<file path="src/rtl/xip_pkg.sv">
`timescale 1ns/1ps
package xip_pkg;

  localparam int SLOT_W  = 7;
  localparam int SETUP_W = 14;

  typedef enum logic [2:0] {
    ST_IDLE,
    ST_SEND,
    ST_DUMMY,
    ST_RECV,
    ST_RESP
  } xip_state_e;

  // Field order matches the bit positions of one setup entry.
  typedef struct packed {
    logic [1:0] lanes;    // 13:12
    logic [1:0] dummy;    // 11:10
    logic [1:0] addr_m1;  // 9:8
    logic [7:0] opcode;   // 7:0
  } xip_setup_t;

  // Serial clock periods needed to collect 32 data bits.
  function automatic logic [SLOT_W-1:0] data_slots(input logic [1:0] lanes);
    case (lanes)
      2'd3:    data_slots = SLOT_W'(8);
      2'd1:    data_slots = SLOT_W'(16);
      default: data_slots = SLOT_W'(32);
    endcase
  endfunction

endpackage

</file>
<file path="src/rtl/xip_req_check.sv">
`timescale 1ns/1ps
module xip_req_check
  import xip_pkg::*;
#(
  parameter int NUM_CS    = 4,
  parameter int ADDR_W    = 24,
  parameter int WIN_BYTES = 1 << 20,
  localparam int CS_W     = (NUM_CS > 1) ? $clog2(NUM_CS) : 1
) (
  input  logic                      map_en,
  input  logic [2:0]                cs_sel,
  input  logic [NUM_CS*SETUP_W-1:0] setup_words,
  input  logic [ADDR_W-1:0]         req_addr,
  output logic                      reject,
  output logic [CS_W-1:0]           cs_idx,
  output xip_setup_t                setup
);

  localparam logic [3:0]      CS_LIM  = 4'(NUM_CS);
  localparam logic [ADDR_W:0] WIN_LIM = (ADDR_W+1)'(WIN_BYTES);

  logic [2:0]      sel_m1;
  logic            sel_ok;
  logic [ADDR_W:0] end_addr;
  logic            fits;

  always_comb begin
    sel_m1   = cs_sel - 3'd1;
    sel_ok   = (cs_sel != 3'd0) && ({1'b0, sel_m1} < CS_LIM);
    end_addr = {1'b0, req_addr} + (ADDR_W+1)'(4);
    fits     = (end_addr <= WIN_LIM);
    reject   = !map_en || !sel_ok || !fits;
    cs_idx   = sel_m1[CS_W-1:0];
  end

  always_comb begin
    setup = '0;
    for (int i = 0; i < NUM_CS; i++) begin
      if (cs_idx == CS_W'(i)) setup = xip_setup_t'(setup_words[i*SETUP_W +: SETUP_W]);
    end
  end

endmodule

</file>
<file path="src/rtl/xip_sclk_gen.sv">
`timescale 1ns/1ps
module xip_sclk_gen #(
  parameter int DIV_W = 8
) (
  input  logic             clk,
  input  logic             rst_n,
  input  logic             run,
  input  logic             run_nxt,
  input  logic [DIV_W-1:0] div,
  input  logic             cpol,
  input  logic             cpha,
  output logic             sclk,
  output logic             sample_pulse,
  output logic             slot_end
);

  logic [DIV_W-1:0] cnt_q, cnt_d;
  logic             half_q, half_d;
  logic             raw_q, raw_d;
  logic             tick;

  // A slot is two halves; input is taken at the mid-slot edge, outputs move at slot end.
  always_comb begin
    tick         = run && (cnt_q == div);
    sample_pulse = tick && !half_q;
    slot_end     = tick && half_q;
    cnt_d        = cnt_q;
    half_d       = half_q;
    if (!run) begin
      cnt_d  = '0;
      half_d = 1'b0;
    end else if (tick) begin
      cnt_d  = '0;
      half_d = !half_q;
    end else begin
      cnt_d  = cnt_q + DIV_W'(1);
    end
    raw_d = run_nxt && (cpha ? !half_d : half_d);
  end

  always_ff @(posedge clk or negedge rst_n) begin
    if (!rst_n) begin
      cnt_q  <= '0;
      half_q <= 1'b0;
      raw_q  <= 1'b0;
    end else begin
      cnt_q  <= cnt_d;
      half_q <= half_d;
      raw_q  <= raw_d;
    end
  end

  assign sclk = cpol ^ raw_q;


  cnt_bound_chk: assert property (@(posedge clk) disable iff (!rst_n)
    run && $stable(div) && $past(run) |-> cnt_q <= div);

endmodule

</file>
<file path="src/rtl/xip_rx_collect.sv">
`timescale 1ns/1ps
module xip_rx_collect (
  input  logic        clk,
  input  logic        rst_n,
  input  logic        clear,
  input  logic        shift_en,
  input  logic [1:0]  lanes,
  input  logic [3:0]  io_in,
  output logic [31:0] word
);

  logic [31:0] sreg_q, sreg_d;

  always_comb begin
    sreg_d = sreg_q;
    if (clear) begin
      sreg_d = '0;
    end else if (shift_en) begin
      case (lanes)
        2'd3:    sreg_d = {sreg_q[27:0], io_in};
        2'd1:    sreg_d = {sreg_q[29:0], io_in[1:0]};
        default: sreg_d = {sreg_q[30:0], io_in[1]};
      endcase
    end
  end

  always_ff @(posedge clk or negedge rst_n) begin
    if (!rst_n) sreg_q <= '0;
    else        sreg_q <= sreg_d;
  end

  // First byte shifted in sits at the top; return it in the lowest byte lane.
  for (genvar b = 0; b < 4; b++) begin : g_swap
    assign word[b*8 +: 8] = sreg_q[(3-b)*8 +: 8];
  end

endmodule

</file>
<file path="src/rtl/xip_read_engine.sv">
`timescale 1ns/1ps
module xip_read_engine
  import xip_pkg::*;
#(
  parameter int NUM_CS    = 4,
  parameter int ADDR_W    = 24,
  parameter int WIN_BYTES = 1 << 20,
  parameter int DIV_W     = 8
) (
  input  logic                      clk,
  input  logic                      rst_n,
  input  logic                      map_en,
  input  logic [2:0]                cs_sel,
  input  logic [NUM_CS*SETUP_W-1:0] setup_words,
  input  logic [DIV_W-1:0]          sclk_div,
  input  logic                      cpol,
  input  logic                      cpha,
  input  logic                      req_valid,
  output logic                      req_ready,
  input  logic [ADDR_W-1:0]         req_addr,
  output logic                      rsp_valid,
  output logic [31:0]               rsp_data,
  output logic                      rsp_err,
  output logic                      sclk,
  output logic [NUM_CS-1:0]         cs_n,
  output logic [3:0]                io_out,
  output logic [3:0]                io_oe,
  input  logic [3:0]                io_in
);

  localparam int CS_W = (NUM_CS > 1) ? $clog2(NUM_CS) : 1;
  localparam int TX_W = 40;
  localparam logic [ADDR_W:0] WIN_LIM = (ADDR_W+1)'(WIN_BYTES);

  xip_state_e        state_q, state_d;
  logic              err_q, err_d;
  logic [CS_W-1:0]   cs_idx_q, cs_idx_d;
  xip_setup_t        setup_q, setup_d;
  logic [SLOT_W-1:0] slots_q, slots_d;
  logic [TX_W-1:0]   tx_q, tx_d;
  logic [NUM_CS-1:0] cs_n_q;

  logic              chk_reject;
  logic [CS_W-1:0]   chk_idx;
  xip_setup_t        chk_setup;
  logic [31:0]       addr_left;
  logic              accept, run, run_d;
  logic              sample_pulse, slot_end;
  logic [31:0]       rx_word;

  xip_req_check #(
    .NUM_CS(NUM_CS), .ADDR_W(ADDR_W), .WIN_BYTES(WIN_BYTES)
  ) u_check (
    .map_en(map_en), .cs_sel(cs_sel), .setup_words(setup_words), .req_addr(req_addr),
    .reject(chk_reject), .cs_idx(chk_idx), .setup(chk_setup)
  );

  always_comb begin
    accept    = req_valid && (state_q == ST_IDLE);
    addr_left = 32'(req_addr) << {~chk_setup.addr_m1, 3'b000};
    run       = (state_q == ST_SEND) || (state_q == ST_DUMMY) || (state_q == ST_RECV);
    run_d     = (state_d == ST_SEND) || (state_d == ST_DUMMY) || (state_d == ST_RECV);
  end

  // Next-state logic
  always_comb begin
    state_d  = state_q;
    err_d    = err_q;
    cs_idx_d = cs_idx_q;
    setup_d  = setup_q;
    slots_d  = slots_q;
    tx_d     = tx_q;
    case (state_q)
      ST_IDLE: begin
        if (accept) begin
          err_d    = chk_reject;
          cs_idx_d = chk_idx;
          setup_d  = chk_setup;
          tx_d     = {chk_setup.opcode, addr_left};
          slots_d  = SLOT_W'({chk_setup.addr_m1, 3'b000}) + SLOT_W'(16);
          state_d  = chk_reject ? ST_RESP : ST_SEND;
        end
      end
      ST_SEND: begin
        if (slot_end) begin
          tx_d = {tx_q[TX_W-2:0], 1'b0};
          if (slots_q == SLOT_W'(1)) begin
            if (setup_q.dummy != 2'd0) begin
              state_d = ST_DUMMY;
              slots_d = SLOT_W'({setup_q.dummy, 3'b000});
            end else begin
              state_d = ST_RECV;
              slots_d = data_slots(setup_q.lanes);
            end
          end else begin
            slots_d = slots_q - SLOT_W'(1);
          end
        end
      end
      ST_DUMMY: begin
        if (slot_end) begin
          if (slots_q == SLOT_W'(1)) begin
            state_d = ST_RECV;
            slots_d = data_slots(setup_q.lanes);
          end else begin
            slots_d = slots_q - SLOT_W'(1);
          end
        end
      end
      ST_RECV: begin
        if (slot_end) begin
          if (slots_q == SLOT_W'(1)) state_d = ST_RESP;
          else                       slots_d = slots_q - SLOT_W'(1);
        end
      end
      ST_RESP: state_d = ST_IDLE;
      default: state_d = ST_IDLE;
    endcase
  end

  // State registers
  always_ff @(posedge clk or negedge rst_n) begin
    if (!rst_n) begin
      state_q  <= ST_IDLE;
      err_q    <= 1'b0;
      cs_idx_q <= '0;
      setup_q  <= '0;
      slots_q  <= '0;
      tx_q     <= '0;
    end else begin
      state_q  <= state_d;
      err_q    <= err_d;
      cs_idx_q <= cs_idx_d;
      setup_q  <= setup_d;
      slots_q  <= slots_d;
      tx_q     <= tx_d;
    end
  end

  // Registered chip selects, one flop per device
  for (genvar g = 0; g < NUM_CS; g++) begin : g_cs
    always_ff @(posedge clk or negedge rst_n) begin
      if (!rst_n) cs_n_q[g] <= 1'b1;
      else        cs_n_q[g] <= !(run_d && (cs_idx_d == CS_W'(g)));
    end
  end

  xip_sclk_gen #(.DIV_W(DIV_W)) u_sclk (
    .clk(clk), .rst_n(rst_n), .run(run), .run_nxt(run_d), .div(sclk_div),
    .cpol(cpol), .cpha(cpha), .sclk(sclk), .sample_pulse(sample_pulse), .slot_end(slot_end)
  );

  xip_rx_collect u_rx (
    .clk(clk), .rst_n(rst_n), .clear(accept),
    .shift_en((state_q == ST_RECV) && sample_pulse),
    .lanes(setup_q.lanes), .io_in(io_in), .word(rx_word)
  );

  assign req_ready = (state_q == ST_IDLE);
  assign rsp_valid = (state_q == ST_RESP);
  assign rsp_err   = rsp_valid && err_q;
  assign rsp_data  = (rsp_valid && !err_q) ? rx_word : 32'd0;
  assign cs_n      = cs_n_q;
  assign io_out    = {3'b000, tx_q[TX_W-1]};
  assign io_oe     = {3'b000, state_q == ST_SEND};


  unmapped_err_chk: assert property (@(posedge clk) disable iff (!rst_n)
    req_valid && req_ready && !map_en |=> rsp_valid && rsp_err);


  window_err_chk: assert property (@(posedge clk) disable iff (!rst_n)
    req_valid && req_ready && (({1'b0, req_addr} + (ADDR_W+1)'(4)) > WIN_LIM)
    |=> rsp_valid && rsp_err && (&cs_n));


  cs_onehot_chk: assert property (@(posedge clk) disable iff (!rst_n)
    $onehot0(~cs_n));


  rsp_pulse_chk: assert property (@(posedge clk) disable iff (!rst_n)
    rsp_valid |=> !rsp_valid);


  drive_needs_cs_chk: assert property (@(posedge clk) disable iff (!rst_n)
    (|io_oe) |-> !(&cs_n));


  idle_clock_chk: assert property (@(posedge clk) disable iff (!rst_n)
    (&cs_n) |-> sclk == cpol);

endmodule

</file>
<file path="config.mk">
export PLATFORM = sky130hd
export DESIGN_NAME = xip_read_engine
export DESIGN_NICKNAME = d
export VERILOG_FILES = /design/src/rtl/xip_pkg.sv /design/src/rtl/xip_req_check.sv /design/src/rtl/xip_sclk_gen.sv /design/src/rtl/xip_rx_collect.sv /design/src/rtl/xip_read_engine.sv
export SDC_FILE = /design/constraint.sdc
export NUM_CORES = 1
export LEC_CHECK = 0
export ABC_AREA = 1
export BUFFER_PORTS_ARGS = -buffer_cell sky130_fd_sc_hd__buf_2
export CAP_MARGIN = 20
export CORE_MARGIN = 1.5
export CORE_UTILIZATION = 57
export DETAILED_ROUTE_END_ITERATION = 16
export HOLD_SLACK_MARGIN = 0.05
export PLACE_DENSITY = 0.8
export SYNTH_ARGS = -nofsm -noshare
export SYNTH_HDL_FRONTEND = slang
export SYNTH_HIERARCHICAL = 1
export SYNTH_SLANG_ARGS = --single-unit
export TNS_END_PERCENT = 10
</file>
<file path="constraint.sdc">
create_clock -name clk -period 2.6 [get_ports clk]
set_input_delay 0.26 -clock clk [delete_from_list [all_inputs] [get_ports clk]]
set_output_delay 0.26 -clock clk [all_outputs]
set_load 0.01 [all_outputs]
</file>
## Word level (Yosys, flattened, before mapping)

Index checks and enable logic that the tools add are counted.

| storage, ports and cells | value |
|---|---|
| flip-flop bits (word level) | 103 |
| logic and storage cells | 125 |
| output and inout bits | 48 |

| cells by class | value |
|---|---|
| bitwise gates (word level) | 2 |
| add/sub/neg operators | 5 |
| shift-type cells | 1 |
| equality and inequality tests | 22 |
| reductions and logical operators | 40 |
| mux-type cells | 38 |
| magnitude comparators | 2 |

Operator list:

| kind | number |
|---|---|
| $mux 32 | 3 |
| $mux 40 | 2 |
| $pmux 40 s2 | 1 |
| $pmux 32 s2 | 1 |
| $mux 14 | 4 |
| $mux 7 | 7 |
| $shl 24x5->32 | 1 |
| $pmux 7 s4 | 1 |
| $add 24x3->25 const B | 1 |
| $le 25x21->1 const B | 1 |
| $mux 3 | 8 |
| $mux 8 | 2 |
| $logic_and 1x1->1 | 13 |
| $eq 3x2->1 const B | 4 |
| $pmux 3 s4 | 1 |
| $pmux 6 s2 | 1 |
| $eq 2x2->1 const B | 5 |
| $logic_not 1->1 | 10 |
| $add 8x1->8 const B | 1 |
| $eq 8x8->1 | 1 |
| $eq 7x1->1 const B | 1 |
| $sub 7x1->7 const B | 1 |
| $add 5x5->6 const B | 1 |
| $eq 2x1->1 const B | 3 |
| other kinds (20) | 36 |

## Logic depth before layout (Yosys ltp)

Gate-level depths: netlist (run 1).

| depth | value |
|---|---|
| word-level depth | 14 |
| gate-level depth with buffers | 20 |

## Modules after synthesis

Netlist (run 1), hierarchy kept.

Modules (own cells, without submodules):

| module | area each (µm²) | cells each | times used |
|---|---|---|---|
| xip_read_engine | 3847.4 | 559 | 1 |
| xip_rx_collect | 1933.1 | 305 | 1 |
| xip_req_check | 1199.9 | 256 | 1 |
| xip_sclk_gen | 794.5 | 125 | 1 |

## Worst setup path before layout (run 1)

Ideal clock, no wire load.

| timing path | value |
|---|---|
| path type | input to register |
| from | in cs_sel[0] |
| to | reg tx_q[7] |
| setup time | 0.082 ns |
| path slack | 0.349 ns |
| stages | 14 |
| arrival time | 2.169 ns |
| path buffers | 3 |
| path through | inv_1 -> ha_1 -> nor2_1 -> buf_2 -> nand2_1 -> nand2_1 -> nand2_1 -> a21oi_1 -> clkbuf_1 -> nand2_1 -> inv_2 -> clkbuf_4 -> nand3_1 -> a31oi_1 |

RTL lines:

| what | line | text |
|---|---|---|
| start: declaration | xip_read_engine.sv:13 | `input logic [2:0] cs_sel,` |
| end signal: assignment | xip_read_engine.sv:136 | `tx_q <= tx_d;` |
| end: declaration | xip_read_engine.sv:40 | `logic [TX_W-1:0] tx_q, tx_d;` |

## Final worst setup path (run 1)

| timing path | value |
|---|---|
| from | reg u_sclk.cnt_q[3] |
| to | reg tx_q[39] |

| on the way | value |
|---|---|
| longest elaborated chain between the ends | 5 |

Ends and longest elaborated chain:

| what | line | text |
|---|---|---|
| start: declaration | xip_sclk_gen.sv:17 | `logic [DIV_W-1:0] cnt_q, cnt_d;` |
| start signal: assignment | xip_sclk_gen.sv:47 | `cnt_q <= cnt_d;` |
| $eq 8x8->1 | xip_sclk_gen.sv:24 | `tick = run && (cnt_q == div);` |
| $logic_and 1x1->1 | xip_sclk_gen.sv:24 |  |
| $logic_and 1x1->1 | xip_sclk_gen.sv:26 | `slot_end = tick && half_q;` |
| via slot_end | xip_read_engine.sv:48 | `logic sample_pulse, slot_end;` |
| $ne 2x1->1 (no line) | n/a |  |
| $reduce_and 3->1 (no line) | n/a |  |

The timed path passes the listed nets, and every way through them passes these cells.
A chain may end at the register's enable or synchronous reset.

==> results.tsv, run 1 <==
stage	metric	value	unit
run_status	status	finished clean	
sta	max-slew violation count	0	
final_layout	commonest non-fill, non-tap cells in the layout	nand2_1 (418), nor2_1 (181), inv_1 (152)	
final_layout	area grow syn2layout	15.6	%
detailed_routing	DRC	0	
logic_synthesis	Syn Area/Cell	6.24	um2
place	post-place setup slack	0.0444	ns
sta	# setup viols final	0	
logic_synthesis	Synth area leaders	dfrtp_1 (32%), nand2_1 (20%), nor2_1 (8.8%), inv_1 (7.3%), nand3_1 (6.4%)	
global_route	first-pass GRT wire length	34000	um
die	DIE HEIGHT	120	um
critical_path	slowest CP cell	dfrtp_1	
sta	relative slew slack	0.419	
run	max_cap viols	0	
final_layout	commonest non-fill, non-tap cell in the layout	nand2_1	
critical_path	worst-path cell chain	inv_2, nand2_2, nand2_1, a21oi_1, nand3b_1, nor2_2, ha_1, inv_1, nand3_2, nand2_4, nor2_8, buf_4, nor2_1, a31oi_1	
final_layout	ratio of cells with drive above 1 in the final layout	0.171	
critical_path	CP max FO	21	
global_route	largest net degree at the start of global routing	50	
critical_path	element type at the critical path end	flip-flop	
die	Total Die Area	14300	um2
critical_path	Buf+Inv Stages, Crit Path	3	
logic_synthesis	post-synth top area cell	dfrtp_1	
global_route	Congestion Overflow GR	0	
critical_path	Data required, critical path	2.87	ns
die	Core ar.	13300	um2
sta	Worst Slack Setup Final	0.181	ns
logic_synthesis	Cell variety after synth	42	
detailed_routing	DR iter-0 viols	800	
detailed_routing	Avg Vias per Cell	5.31	
sta	Hold Fails Final Rpt	0	
power_and_ir_drop	LEAKAGE	4.60	nW
sta	Layout Skew	0.00382	ns
final_layout	non-filler cells in the finished layout	1558	
global_route	gr usage total	0.291	
logic_synthesis	cells after synthesis	1245	
logic_synthesis	Synth Register Bits	103	
detailed_routing	WL final	20800	um
cts	CTS tree	yes	
min_path	Worst Hold Class	in2reg	
sta	final period utilization	0.930	
sta	worst slew pin tran	0.869	ns
detailed_routing	via count	8269	
sta	Final min period	2.42	ns
detailed_routing	antenna-violating nets left	0	
die	Ports	149	
final_layout	NumNets Final	1488	
cts	clock slew at reported path FFs	0.07	ns
cts	CTS Buf Count	9	
detailed_routing	DR WL/cell	13.3	um
logic_synthesis	Post-Synthesis Cell Area	7770	um2
sta	Fin Setup TNS	0	ns
power_and_ir_drop	maximum VDD drop	380	uV
final_layout	n_diodes	0	
place	I/O Buffers	142	
die	initial cell density of the core	0.585	
global_route	initial antenna violation count	0	
logic_synthesis	top-area cell type share of the netlist area	0.319	
cts	Root Buffer	clkbuf_16	
global_route	vias in the first global route	7067	
cts	# H-tree levels	3	
place	placed insts	1537	
place	global placer's final weighted congestion	0.894	
power_and_ir_drop	Tot Pwr	0.00672	W
critical_path	startpoint types	flip-flop	
die	die width	120	um
cts	Worst-Skew Late Latency	0.35	ns
die	# rows	42	
place	HPWL Detailed	15000	um
critical_path	WP data arrival	2.69	ns
cts	# clock sinks	103	
logic_synthesis	synth warn	6	
sta	fmax	413	MHz
power_and_ir_drop	Cell Pwr Density	748	nW/um2
detailed_routing	Pre-Repair DR Iteration Count	5	
critical_path	family with the most delay on the worst path	simple AND/OR/NAND/NOR gates	
critical_path	Setup CP Type	reg2reg	
critical_path	crit-path max cell delay	0.49	ns
place	dpl cell area	8630	um2
final_layout	final instance area	8990	um2
cts	clock buffer depth	2	
logic_synthesis	Seq/Total Area, Yosys	0.332	
timing repair:
action,CTS,global route
setup buffers,0,2
endpoints found under the hold margin,40,0
hold buffers,1,0
setup endpoints to repair,0,64
resized for setup,0,4
cell type report:
class	instances	area, um2
fillers	1203	4310
well taps	176	220
flip-flops and latches	103	2580
inverters	160	603
multi-input cells	934	4330
clock inverters	2	12.5
clock buffers	14	284
repair buffers	169	956
worst reg2reg max path, cell delays in order, from the launching register on:
cell and delay (ns):
dfrtp_1 0.49, inv_2 0.08, nand2_2 0.07, nand2_1 0.04, a21oi_1 0.14, nand3b_1 0.12, nor2_2 0.16, ha_1 0.24
inv_1 0.09, nand3_2 0.09, nand2_4 0.19, nor2_8 0.23, buf_4 0.21, nor2_1 0.05, a31oi_1 0.15
final timing paths:
kind | end | depth (start not counted) | slack, ns | start
setup / recovery | tx_q[39] | 14 | 0.18 | u_sclk/cnt_q[3]
hold / removal | u_sclk/raw_q | 2 | 0.11 | cpha
setup reg to reg | tx_q[39] | 14 | 0.18 | u_sclk/cnt_q[3]
hold reg to reg | u_rx/sreg_q[31] | 2 | 0.49 | u_rx/sreg_q[31]
max in group asynchronous | err_q | 3 | 1.44 | rst_n
min in group asynchronous | u_rx/sreg_q[6] | 2 | 0.47 | rst_n
Yosys cell counts (all sizes together):
master  count
nor2      200
a221oi      1
o21bai      4
nand3     102
o211ai     16
a31oi      22
clkbuf     16
nand2     431
o21ai      54
dfstp       4
buf        39
a21oi      46
o31ai       1
xor2        3
inv       159
nand3b      4
xnor2       5
or2         2
and2        1
conb        1
nor3        6
ha         10
nand4      17
clkinv      1
dfrtp      99
o22ai       1
metal layers:
metal,share of wire,GRT usage,vias to the layer above
met2,0.45,0.455,337
met5,0,0,-
met4,0.015,0.0737,0
met3,0.066,0.0423,27
met1,0.47,0.426,3755
li1,-,-,4150
sequential cells by signal, summed over array words and instances (netlist names):
register	flops
slots_q	7
tx_q	40
cs_n	4
u_sclk/cnt_q	8
state_q	3
u_sclk/raw_q	1
setup_q	4
u_rx/sreg_q	32
cs_idx_q	2
err_q	1
u_sclk/half_q	1
cells by family (layout without fill, tap and decap cells):
group / count (synthesis) / in the layout / synth area share
and+or+nand+nor: 763 / 765 / 0.418
buffers and inverters: 215 / 345 / 0.120
AOI/OAI and AO/OA: 145 / 145 / 0.105
DFF: 103 / 103 / 0.332
adders and majority gates: 10 / 10 / 0.0161
xor gates and xnor gates: 8 / 8 / 0.00901
other: 1 / 6 / 0.000482
where the power goes:
| part | internal, W | leakage (nW) | total [W] | switching, W |
|---|---|---|---|---|
| clock | 0.000754 | 0.145 | 0.00135 | 0.000599 |
| sequential | 0.00207 | 1.33 | 0.00235 | 0.000281 |
| combinational | 0.00105 | 3.13 | 0.00302 | 0.00197 |
| total | 0.00387 | 4.60 | 0.00672 | 0.00285 |
metrics by stage:
step / hold slack [ns] / util
floorplan: -0.0356 / -
global placement: 0.317 / 0.649
detailed placement: 0.313 / 0.649
CTS: 0.101 / 0.672
global route: 0.100 / 0.676
finish: 0.113 / 0.676
No activity file was read; power rests on OpenSTA's default activity.
==> run 2, diff against run 1 <==
CORE_ASPECT_RATIO = 1.75   (was default)
==> run 2 against run 1 <==
Against the previous run: total power increased by 1.2%; first-iteration DRC count fell by 47%; utilization down 0.25 points; via count grew 0.17%; global-route usage is 1.9 points higher; wire length grew 4.3%; die area up 0.19%; non-clock buffer count grew 5; largest power group unchanged.
==> results.tsv, run 2 (synthesis gave the netlist of run 1 again) <==
stage	metric	value	unit
final_layout	final instance area	9010	um2
final_layout	area grow syn2layout	15.9	%
cts	CTS Buf Count	9	
final_layout	n_diodes	0	
die	DIE HEIGHT	158	um
place	dpl cell area	8650	um2
critical_path	Data required, critical path	2.84	ns
detailed_routing	via count	8283	
cts	Root Buffer	clkbuf_16	
sta	fmax	427	MHz
detailed_routing	met3 WL	946	um
critical_path	startpoint types	flip-flop	
critical_path	WP data arrival	2.58	ns
die	Core ar.	13400	um2
min_path	Worst Hold Class	in2reg	
sta	Fin Setup TNS	0	ns
die	initial cell density of the core	0.581	
place	I/O Buffers	142	
sta	# setup viols final	0	
final_layout	ratio of cells with drive above 1 in the final layout	0.174	
detailed_routing	DRC	0	
detailed_routing	DR iter-0 viols	427	
global_route	gr usage total	0.311	
detailed_routing	top layer in use	met4	
run_status	status	finished clean	
sta	Layout Skew	0.00972	ns
power_and_ir_drop	LEAKAGE	4.62	nW
cts	Worst-Skew Late Latency	0.35	ns
cts	clock buffer depth	2	
sta	Hold Fails Final Rpt	0	
final_layout	max FFs per register	40	
die	Ports	149	
final_layout	Top reg by flops	tx_q	
detailed_routing	WL met1	8360	um
cts	# H-tree levels	3	
sta	Final min period	2.34	ns
critical_path	CP max FO	6	
detailed_routing	antenna-violating nets left	0	
power_and_ir_drop	Cell Pwr Density	755	nW/um2
power_and_ir_drop	maximum VDD drop	419	uV
detailed_routing	WL final	21700	um
cts	# clock sinks	103	
global_route	largest net degree at the start of global routing	50	
place	HPWL Detailed	16200	um
final_layout	filler instances	1268	
sta	max-slew violation count	0	
global_route	vias in the first global route	7852	
place	global placer's final weighted congestion	0.941	
sta	final period utilization	0.902	
global_route	first-pass GRT wire length	35900	um
die	die width	91.3	um
global_route	initial antenna violation count	0	
final_layout	commonest non-fill, non-tap cell in the layout	nand2_1	
sta	relative slew slack	0.562	
run	max_cap viols	0	
detailed_routing	DR WL/cell	13.9	um
cts	clock slew at reported path FFs	0.08	ns
detailed_routing	Avg Vias per Cell	5.31	
sta	RSZ-0062 raised after global routing	no	
detailed_routing	Met2 Routed Length	11500	um
detailed_routing	Pre-Repair DR Iteration Count	5	
die	Total Die Area	14400	um2
cts	CTS tree	yes	
sta	worst slew pin tran	0.655	ns
die	# rows	56	
global_route	Congestion Overflow GR	0	
critical_path	element type at the critical path end	flip-flop	
final_layout	Final Core Density	0.673	
critical_path	Setup CP Type	reg2reg	
final_layout	commonest non-fill, non-tap cells in the layout	nand2_1 (418), nor2_1 (181), inv_1 (152)	
final_layout	NumNets Final	1491	
final_layout	Largest regs	tx_q x40, u_rx/sreg_q x32, u_sclk/cnt_q x8	
run 2: cell types whose count changed in the layout (fill, tap and decap cells not counted):
cell and delta:
clkbuf_8 -4, nand2_2 -1, nor2_4 -2, nand2_4 +1, clkinv_4 +1, buf_4 +5
inv_6 +3, ha_1 -1, bufinv_16 +1, ha_2 +1, clkbuf_1 -1
run 2: what timing repair did:
| item | 4_1_cts | 5_1_grt |
|---|---|---|
| gates resized for setup | 0 | 5 |
| setup buffers | 0 | 4 |
| hold buffers | 1 | 0 |
| endpoints found under the hold margin | 42 | 0 |
| endpoints found under the setup margin | 0 | 61 |
run 2: layout make-up:
class	count	area, um2	share of cell area
Clock buffer	9	225	0.0250
Clock inverter	7	77.6	0.00861
Inverter	160	603	0.0669
Multi-Input combinational cell	932	4310	0.478
Sequential cell	103	2580	0.287
Tap cell	174	218	0.0242
Timing Repair Buffer	174	993	0.110
run 2: metrics by stage:
step	worst slack [ns]	cells	power, W	hold slack, ns
3_5_place_dp	0.174	1538	0.00533	0.317
6_report	0.256	1559	0.00680	0.0929
5_1_grt	0.00577	1559	0.00732	0.0859
3_3_place_gp	0.157	1538	0.00527	0.320
2_1_floorplan	0.349	1250	0.00458	-0.0356
4_1_cts	0.125	1555	0.00676	0.0805
run 2: power breakdown:
part	switching [W]	internal, W	total [W]
clock	0.000630	0.000757	0.00139
sequential	0.000296	0.00206	0.00236
combinational	0.00200	0.00105	0.00305
total	0.00293	0.00388	0.00680
run 2: per-layer routing:
metal / vias up / GRT usage
met2: 294 / 0.580
met5: - / 0
met3: 67 / 0.0319
met1: 3771 / 0.346
met4: 0 / 0.156
li1: 4151 / -
run 2: worst paths after layout:
kind	slack, ns	depth (start not counted)	end	start
max reg2reg	0.26	13	u_sclk/raw_q	u_sclk/cnt_q[3]
min reg2reg	0.49	2	u_rx/sreg_q[31]	u_rx/sreg_q[31]
max in group asynchronous	1.30	3	cs_n[1]	rst_n
max	0.26	13	u_sclk/raw_q	u_sclk/cnt_q[3]
min	0.09	2	u_sclk/raw_q	cpha
min in group asynchronous	0.47	2	u_rx/sreg_q[3]	rst_n
run 2: critical path, stage by stage (launching register included):
cell      delay (ns)
dfrtp_1         0.47
inv_2           0.08
nand2_2         0.07
nand2_1         0.04
a21oi_1         0.13
nand3b_1        0.11
nor2_2          0.15
ha_2            0.25
nand4_1         0.22
a21oi_1         0.20
nand2_1         0.14
or2_1           0.23
o21ai_0         0.07
a21oi_1         0.06
==> run 3, diff against run 2 <==
CORE_UTILIZATION = 58   (was 57)
CTS_BUF_LIST = sky130_fd_sc_hd__clkbuf_2 sky130_fd_sc_hd__clkbuf_4 sky130_fd_sc_hd__clkbuf_8   (was default)
PLACE_DENSITY = 0.81   (was 0.8)
==> run 3 against run 2 <==
Against the previous run: maximum frequency down 1.9%; largest power group unchanged; critical path depth unchanged; via count down 0.40%; highest routed layer unchanged.
==> results.tsv, run 3 (synthesis gave the netlist of run 1 again) <==
stage	metric	value	unit
critical_path	CP max FO	6	
sta	RSZ-0062 raised after global routing	no	
die	die width	90.5	um
critical_path	crit-path max cell delay	0.42	ns
critical_path	Data required, critical path	2.87	ns
die	DIE HEIGHT	156	um
place	I/O Buffers	142	
final_layout	ratio of cells with drive above 1 in the final layout	0.167	
final_layout	n_diodes	0	
global_route	first-pass GRT wire length	35400	um
sta	relative slew slack	0.569	
critical_path	Setup CP Type	reg2reg	
run_status	status	finished clean	
global_route	gr usage total	0.309	
final_layout	commonest non-fill, non-tap cells in the layout	nand2_1 (418), nor2_1 (183), inv_1 (152)	
global_route	largest net degree at the start of global routing	64	
critical_path	startpoint types	flip-flop	
final_layout	commonest non-fill, non-tap cell in the layout	nand2_1	
sta	# setup viols final	0	
die	initial cell density of the core	0.598	
sta	Fin Setup TNS	0	ns
detailed_routing	antenna-violating nets left	0	
global_route	grt met3 use	0.0395	
final_layout	area grow syn2layout	13.7	%
final_layout	max FFs per register	40	
sta	worst slew pin tran	0.645	ns
final_layout	NumNets Final	1483	
final_layout	final instance area	8840	um2
critical_path	slowest CP cell	dfrtp_2	
sta	Final min period	2.39	ns
sta	max-slew violation count	0	
critical_path	Buf+Inv Stages, Crit Path	1	
cts	CTS Buf Count	9	
run	max_cap viols	0	
cts	# H-tree levels	3	
cts	Worst-Skew Late Latency	0.38	ns
critical_path	element type at the critical path end	flip-flop	
global_route	vias in the first global route	7740	
critical_path	family with the most delay on the worst path	simple AND/OR/NAND/NOR gates	
detailed_routing	via count	8250	
die	Ports	149	
detailed_routing	WL final	21800	um
global_route	M1 GR Usage	0.334	
critical_path	WP data arrival	2.66	ns
die	# rows	55	
place	global placer's final weighted congestion	0.915	
cts	# clock sinks	103	
critical_path	worst-path cell chain	inv_1, nand2_1, o21ai_0, nor3_1, nand3b_1, nor2_1, ha_2, nand4_1, a21oi_1, nand2_1, or2_1, o21ai_0, a21oi_1	
place	HPWL Detailed	16300	um
global_route	Congestion Overflow GR	0	
min_path	Worst Hold Class	in2reg	
detailed_routing	Pre-Repair DR Iteration Count	5	
power_and_ir_drop	Tot Pwr	0.00637	W
die	Core ar.	13000	um2
power_and_ir_drop	LEAKAGE	4.54	nW
place	dpl cell area	8610	um2
cts	clock buffer depth	2	
cts	clock slew at reported path FFs	0.11	ns
sta	fmax	419	MHz
die	Total Die Area	14100	um2
sta	Layout Skew	0.0143	ns
final_layout	Top reg by flops	tx_q	
cts	CTS tree	yes	
final_layout	Largest regs	tx_q x40, u_rx/sreg_q x32, u_sclk/cnt_q x8	
global_route	grt peak-use layer	met2	
sta	Hold Fails Final Rpt	0	
detailed_routing	DR WL/cell	14.1	um
detailed_routing	DRC	0	
detailed_routing	Avg Vias per Cell	5.33	
global_route	met2 usage in global routing	0.586	
sta	final period utilization	0.919	
detailed_routing	DR iter-0 viols	499	
global_route	initial antenna violation count	0	
cts	Root Buffer	clkbuf_8	
power_and_ir_drop	Cell Pwr Density	720	nW/um2
power_and_ir_drop	maximum VDD drop	363	uV
[run 3: cell types whose count changed in the layout (fill, tap and decap cells not counted)]
cell       delta
clkinv_8      +1
buf_4         -9
clkbuf_16     -8
xnor2_2       -1
nor2_1        +2
xnor2_1       +1
clkbuf_8      +9
bufinv_16     -1
clkinv_4      +1
clkinv_2      -1
nor2_2        -2
[run 3: final timing paths]
kind	start	endpoint	slack, ns	depth (start not counted)
worst max-delay path	u_sclk/cnt_q[5]	u_sclk/raw_q	0.21	13
worst min-delay path	cpha	u_sclk/raw_q	0.06	2
worst max register to register	u_sclk/cnt_q[5]	u_sclk/raw_q	0.21	13
worst min register to register	u_rx/sreg_q[31]	u_rx/sreg_q[31]	0.50	2
max in group asynchronous	rst_n	u_sclk/cnt_q[5]	1.47	3
min in group asynchronous	rst_n	u_rx/sreg_q[7]	0.35	2
[run 3: through the flow]
step                      cells   util  worst slack, ns  hold WS (ns)
after floorplan            1250      -            0.349       -0.0356
after global placement     1530  0.662            0.189         0.234
after CTS                  1547  0.677            0.150        0.0590
after detailed placement   1530  0.662            0.147         0.233
after global routing       1548  0.680           0.0207        0.0500
final                      1548  0.680            0.211        0.0646
[run 3: cell type report]
class	instances	area, um2
clock buffer	9	124
multi-input combinational	932	4300
clock inverter	7	67.6
sequential	103	2580
timing repair buffer	166	951
inverter	160	603
tap	171	214
fill	1199	4160
[run 3: routing by layer]
| layer | share of wire | up-vias |
|---|---|---|
| met5 | 0 | - |
| met4 | 0.032 | 0 |
| met3 | 0.049 | 64 |
| met2 | 0.54 | 282 |
| met1 | 0.38 | 3769 |
| li1 | - | 4135 |
[run 3: power by group]
part	internal, W	switching (W)	leakage [nW]
clock network	0.000371	0.000631	0.0936
logic	0.00102	0.00199	3.11
registers	0.00206	0.000285	1.33
total	0.00346	0.00291	4.54
[run 3: what timing repair did]
| item | 4_1_cts | 5_1_grt |
|---|---|---|
| setup endpoints to repair | 0 | 61 |
| endpoints found under the hold margin | 29 | 0 |
| hold buffers | 1 | 0 |
| buffers inserted | 0 | 0 |
| gates resized for setup | 0 | 3 |
